--- src/rtl/mvm_block_seq.sv ---
module mvm_block_seq #(
  parameter int P    = 4,
  parameter int MAXB = 4,
  parameter int AW   = 8,
  localparam int L   = $clog2(P),
  localparam int CW  = $clog2(MAXB + 1),
  localparam int KW  = (L > 1) ? $clog2(L) : 1,
  localparam int RW  = (L > 0) ? L : 1
) (
  input  logic          clk,
  input  logic          rst_n,
  input  logic          start,
  input  logic [CW-1:0] m_blks,
  input  logic [CW-1:0] n_blks,
  input  logic [AW-1:0] a_base,
  input  logic [AW-1:0] x_base,
  input  logic [AW-1:0] y_base,
  input  logic [AW-1:0] scr_base,
  output logic          ins_valid,
  output logic [2:0]    ins_op,
  output logic [AW-1:0] ins_dst,
  output logic [AW-1:0] ins_sa,
  output logic [AW-1:0] ins_sb,
  output logic          done
);
  localparam logic [2:0] OP_NOP = 3'd0, OP_BC = 3'd1, OP_MUL = 3'd2,
                         OP_MAC = 3'd3, OP_ROT = 3'd4, OP_ADD = 3'd5;

  typedef enum logic [2:0] {S_IDLE, S_BC, S_MAC, S_ROT, S_ADD} st_t;
  st_t st;

  logic [CW-1:0] m_r, n_r, j, i;
  logic [AW-1:0] ab, xb, yb, sb, a_ptr;
  logic [KW-1:0] k;
  logic [RW-1:0] r, rmax;

  wire j_last = (j == m_r - CW'(1));
  wire i_last = (i == n_r - CW'(1));
  wire k_last = (k == KW'(L - 1));
  assign rmax = RW'((32'd1 << k) - 32'd1);
  wire r_last = (r == rmax);

  wire [AW-1:0] acc_pl = sb + AW'(MAXB);
  wire [AW-1:0] tmp_pl = sb + AW'(MAXB + 1);

  always_ff @(posedge clk) begin
    if (!rst_n) begin
      st <= S_IDLE; done <= 1'b0;
      m_r <= '0; n_r <= '0; j <= '0; i <= '0; k <= '0; r <= '0;
      ab <= '0; xb <= '0; yb <= '0; sb <= '0; a_ptr <= '0;
    end else begin
      done <= 1'b0;
      case (st)
        S_IDLE: if (start) begin
          m_r <= m_blks; n_r <= n_blks;
          ab <= a_base; xb <= x_base; yb <= y_base; sb <= scr_base;
          a_ptr <= a_base; j <= '0; i <= '0;
          st <= S_BC;
        end
        S_BC: if (j_last) begin
          j <= '0; st <= S_MAC;
        end else j <= j + CW'(1);
        S_MAC: begin
          a_ptr <= a_ptr + AW'(1);
          if (j_last) begin
            j <= '0; k <= '0; r <= '0; st <= S_ROT;
          end else j <= j + CW'(1);
        end
        S_ROT: if (r_last) begin
          r <= '0; st <= S_ADD;
        end else r <= r + RW'(1);
        S_ADD: if (k_last) begin
          if (i_last) begin
            st <= S_IDLE; done <= 1'b1;
          end else begin
            i <= i + CW'(1); st <= S_MAC;
          end
        end else begin
          k <= k + KW'(1); st <= S_ROT;
        end
        default: st <= S_IDLE;
      endcase
    end
  end

  assign ins_valid = (st != S_IDLE);

  always_comb begin
    ins_op = OP_NOP; ins_dst = '0; ins_sa = '0; ins_sb = '0;
    case (st)
      S_BC: begin
        ins_op = OP_BC; ins_dst = sb + AW'(j); ins_sa = xb + AW'(j);
      end
      S_MAC: begin
        ins_op = (j == '0) ? OP_MUL : OP_MAC;
        ins_dst = acc_pl; ins_sa = a_ptr; ins_sb = sb + AW'(j);
      end
      S_ROT: begin
        ins_op = OP_ROT; ins_dst = tmp_pl;
        ins_sa = (r == '0) ? acc_pl : tmp_pl;
      end
      S_ADD: begin
        ins_op = OP_ADD; ins_dst = k_last ? (yb + AW'(i)) : acc_pl;
        ins_sa = acc_pl; ins_sb = tmp_pl;
      end
      default: ;
    endcase
  end

  assert_bcast_first_R1: assert property (@(posedge clk) disable iff (!rst_n)
    (ins_op == OP_BC) |-> ($past(ins_op) == OP_BC || $past(ins_op) == OP_NOP));
  assert_mac_chain_R2: assert property (@(posedge clk) disable iff (!rst_n)
    (ins_op == OP_MAC) |-> ($past(ins_op) == OP_MUL || $past(ins_op) == OP_MAC));
  assert_add_after_rot_R3: assert property (@(posedge clk) disable iff (!rst_n)
    (ins_op == OP_ADD) |-> ($past(ins_op) == OP_ROT));
  assert_done_pulse_R6: assert property (@(posedge clk) disable iff (!rst_n)
    done |=> !done);
  assert_done_after_add_R6: assert property (@(posedge clk) disable iff (!rst_n)
    done |-> (!ins_valid && $past(ins_op) == OP_ADD));
  assert_start_ignored_R7: assert property (@(posedge clk) disable iff (!rst_n)
    (ins_valid && start && ins_op != OP_ADD) |=> ins_valid);
endmodule

--- config.mk ---
export PLATFORM = sky130hd
export DESIGN_NAME = mvm_block_seq
export DESIGN_NICKNAME = d
export VERILOG_FILES = /design/src/rtl/mvm_block_seq.sv
export SDC_FILE = /design/constraint.sdc
export NUM_CORES = 1
export LEC_CHECK = 0
export BUFFER_PORTS_ARGS = -buffer_cell sky130_fd_sc_hd__buf_2
export CORE_MARGIN = 8
export CORE_UTILIZATION = 30
export DETAILED_ROUTE_END_ITERATION = 16
export PLACE_DENSITY = 0.52
export SLEW_MARGIN = 20
export SYNTH_ARGS = -nofsm -noshare
export SYNTH_HDL_FRONTEND = slang
export SYNTH_SLANG_ARGS = --single-unit
--- constraint.sdc ---
create_clock -name clk -period 2.35 [get_ports clk]
set_clock_uncertainty 0.2 [all_clocks]
set_input_delay 0.5875 -clock clk [delete_from_list [all_inputs] [get_ports clk]]
set_output_delay 0.5875 -clock clk [all_outputs]
set_load 0.05 [all_outputs]
==> results.md <==
Run status:
- The flow ran to the end, but the final reports show violations.
- The checks that failed: setup timing.

Floorplan:
- Once the floorplan was initialized, standard cells occupied 30.8% of the core.
- The die covers 16100 µm².
- The count of boundary I/O pins is 70.
- The floorplan step set the die width to 127 µm.
- The area of the core is 12000 µm².
- The die span in y is 127 µm.
- The initialized floorplan defines 40 standard-cell rows.

Drt:
- The DRC violation count after routing is 0.
- The routed length per placed instance is 17.2 µm.
- The first detailed-routing pass took 6 iterations.
- The via density per instance is 5.14.
- The detailed router finished its first iteration with 269 violations.
- The sum of routed wire length over all layers is 13.7 mm.
- The detail route stage leaves a number of antenna-violating nets equal to 0.
- For this block, the via count after detailed routing is 4091.

Synth:
- The number of nets handed over by synthesis was 536.
- Yosys mapped the design onto 58 distinct sky130hd cell types.
- The total of flip-flops plus latches after synthesis is 51.
- The synthesis warning total is 0.
- Of the synthesized area, sequential elements account for 27.6%.
- The netlist area before placement is 3700 µm².
- In this run, synthesis inferred 0 flip-flops with an integrated enable.
- Counting every instance in the synthesized netlist gives 472.
- In the synthesized netlist the dominant register cell turns out to be sky130_fd_sc_hd__dfxtp_1.
- The per-instance average area after synthesis is 7.84 µm².
- The proportion of synthesized flip-flops having asynchronous set or reset is 0%.

Worst setup path:
- The worst setup path is of the reg -> out kind.
- STA classifies the critical path startpoint as a register.
- Data on the critical path arrives at its endpoint at 2.22 ns.
- In this run the worst path has a maximum fanout of 3.
- The data required time of the worst path is 1.56 ns.
- The endpoint class of the critical path is an output pin.

Pwr:
- In this run the static leakage power is 2.61 nW.
- The peak supply drop is 0.000345 V.
- The completed layout was analyzed and its total power is 5.21 mW.
- The power density over cell area is 856 nW/µm².

Cells and area:
- The sequential cell area in the final layout is 1060 µm².
- After the last flow step, the layout net total stands at 712.
- The number of fill cells in the layout is 1163.
- In the final layout, the share of cells above drive strength 1 is 49.9%.
- In the final layout, the multi-input gates occupy 3010 µm².
- The core utilization of the finished layout is 50.7%.
- The total inserted antenna cells is 0.
- The library cell used most frequently in the layout, excluding fill and tap cells, is sky130_fd_sc_hd__buf_4.
- Compared with the post-synthesis result, the final layout area differs by 64.7%.
- In the layout the commonest cells are sky130_fd_sc_hd__buf_4, sky130_fd_sc_hd__nand2_1, sky130_fd_sc_hd__buf_2, sky130_fd_sc_hd__buf_6, sky130_fd_sc_hd__dfxtp_1.

STA:
- The post-route minimum period is 3.01 ns.
- The count of final setup violators is 25.
- The max-slew headroom at the worst pin is 57.0%.
- The least setup slack across all paths after layout is -0.658 ns.
- The hold violation total from the final report came to 0.
- Setup repair after global routing could not meet its margin everywhere.
- Dividing the final minimum period by the clock period gives 128%.
- At the pin with the least slew margin, the transition time is 0.645 ns.
- Derived from the worst setup path, the maximum achievable clock frequency is 0.332 GHz.
- The count of pins over their slew limit is 0.
- The final-layout setup total negative slack is -10.69 ns.

Clock tree:
- The CTS tree is yes.
- In this run the number of H-tree levels came out at 2.
- The buffer depth of the longest clock path is 2.
- The root buffer cell chosen for the clock tree is sky130_fd_sc_hd__clkbuf_16.
- The number of clock sinks is 51.
- In this run, CTS created clock tree buffers numbering 5.
- The clock reaches the later pin of the worst-skew pair after 0.30 ns.
- The hold buffer count at CTS is 0.
- After clock tree synthesis, the clock-pin slew on the worst setup and hold paths is 0.08 ns.

Global routing:
- Global routing finished with a remaining overflow of 0.
- The wire length of the first global-routing pass is 22.1 mm.
- The overall fraction of global-route tracks in use is 17.1%.
- The via count of the first global-routing pass is 4337.
- The maximum number of pins on one net before global-route repair is 27.
- The number of antenna violations at the first check in global routing is 0.

Placement:
- At the placement stage, the worst setup path has a slack of -0.422 ns.
- The count of port buffers added during placement is 69.
- At the end of routability-driven placement, the weighted congestion stood at 0.896.
- After legalization and detailed placement, the total HPWL measured 10.5 mm.

Hold path:
- The type of the most critical hold path is reg -> reg.

Job:
- The tool flagged a number of max-cap violations equal to 0.
==> through the flow <==
step                      instances  area (µm²)  hold slack [ns]
after floorplan                 472        3960            0.239
after global placement          768        5130            0.259
after detailed placement        768        5130            0.263
after CTS                       786        5890            0.274
after global routing            796        6090            0.299
final                           796        6090            0.270
==> logic make-up (layout without fill, tap and decap cells) <==
kind of cell | after synthesis | in the layout | share of synthesized area (%)
AND/OR/NAND/NOR | 176 | 176 | 22.0
AO/OA/AOI/OAI | 132 | 132 | 24.8
flip-flops | 51 | 51 | 27.6
buffers and inverters | 50 | 227 | 6.90
XOR/XNOR | 38 | 38 | 9.77
adder cells (fa/ha/maj) | 23 | 23 | 8.39
multiplexers | 2 | 2 | 0.541
==> power by group <==
group	internal (mW)	switching [mW]
Clock	0.400	0.369
Sequential	1.03	0.195
Combinational	1.48	1.74
==> synth_stat cells, drive strengths merged (2+ instances only) <==
cell | count | area share, %
nand2 | 94 | 9.5
dfxtp | 51 | 28
nor2 | 34 | 3.4
a21boi | 33 | 6.7
o21ai | 23 | 3.1
buf | 22 | 4.1
ha | 20 | 6.8
inv | 19 | 1.9
xnor2 | 18 | 4.3
xor2 | 18 | 4.3
a21oi | 17 | 2.3
a22oi | 10 | 2.0
nand3 | 10 | 1.4
nor2b | 10 | 1.7
clkbuf | 9 | 0.91
o22ai | 9 | 1.5
a31oi | 6 | 1.0
o221ai | 6 | 1.4
and3 | 5 | 0.85
nor3b | 5 | 1.3
a221oi | 4 | 1.1
a21o | 3 | 0.61
a222oi | 3 | 0.81
fa | 3 | 1.6
nand4 | 3 | 0.51
nor3 | 3 | 0.41
o211ai | 3 | 0.61
a22o | 2 | 0.47
and2 | 2 | 0.34
mux2i | 2 | 0.54
nand3b | 2 | 0.41
o2111ai | 2 | 0.47
o21a | 2 | 0.41
o311ai | 2 | 0.47
==> registers in the layout (all words and copies together), names as in the netlist, 3 cells and up <==
signal and count:
m_r 3, st 3, i 3, xb 8, a_ptr 8, yb 8
sb 8, j 3, n_r 3
==> metal layers <==
metal	GRT usage [%]	up-vias	share of wire, %
met5	0	-	0
met4	6.23	0	2.7
met3	3.08	24	4.0
met2	29.5	105	48
met1	20.8	1951	45
li1	-	2011	-
==> layout make-up <==
cell class,count,area share (%)
clock buffer,5,2.05
sequential,51,17.3
clock inverter,3,0.390
timing repair buffer,200,26.6
multi-input combinational,371,49.4
tap,147,3.02
inverter,19,1.25
==> worst paths after layout <==
| path | slack (ns) | depth (start not counted) | endpoint | startpoint |
|---|---|---|---|---|
| worst max-delay path | -0.66 | 9 | ins_dst[6] | j[0] |
| worst min-delay path | 0.27 | 2 | n_r[1] | n_r[1] |
| worst max register to register | 0.22 | 7 | a_ptr[2] | st[0] |
| worst min register to register | 0.27 | 2 | n_r[1] | n_r[1] |
==> worst max-delay path, cell delays in order, from the launching register on <==
cell                        delay, ns
sky130_fd_sc_hd__dfxtp_4         0.38
sky130_fd_sc_hd__ha_4            0.14
sky130_fd_sc_hd__inv_2           0.04
sky130_fd_sc_hd__fa_2            0.39
sky130_fd_sc_hd__nor2b_4         0.15
sky130_fd_sc_hd__o2111ai_2       0.14
sky130_fd_sc_hd__xnor2_2         0.17
sky130_fd_sc_hd__a22oi_2         0.17
sky130_fd_sc_hd__o211ai_1        0.12
sky130_fd_sc_hd__buf_4           0.21
==> what timing repair did <==
item / 4_1_cts / 5_1_grt
setup endpoints to repair: 27 / 27
resized for setup: 142 / 33
pin swaps: 40 / 30
hold endpoints to repair: 0 / 0
buffers inserted: 12 / 14
Power figures use the tool's default switching activity.
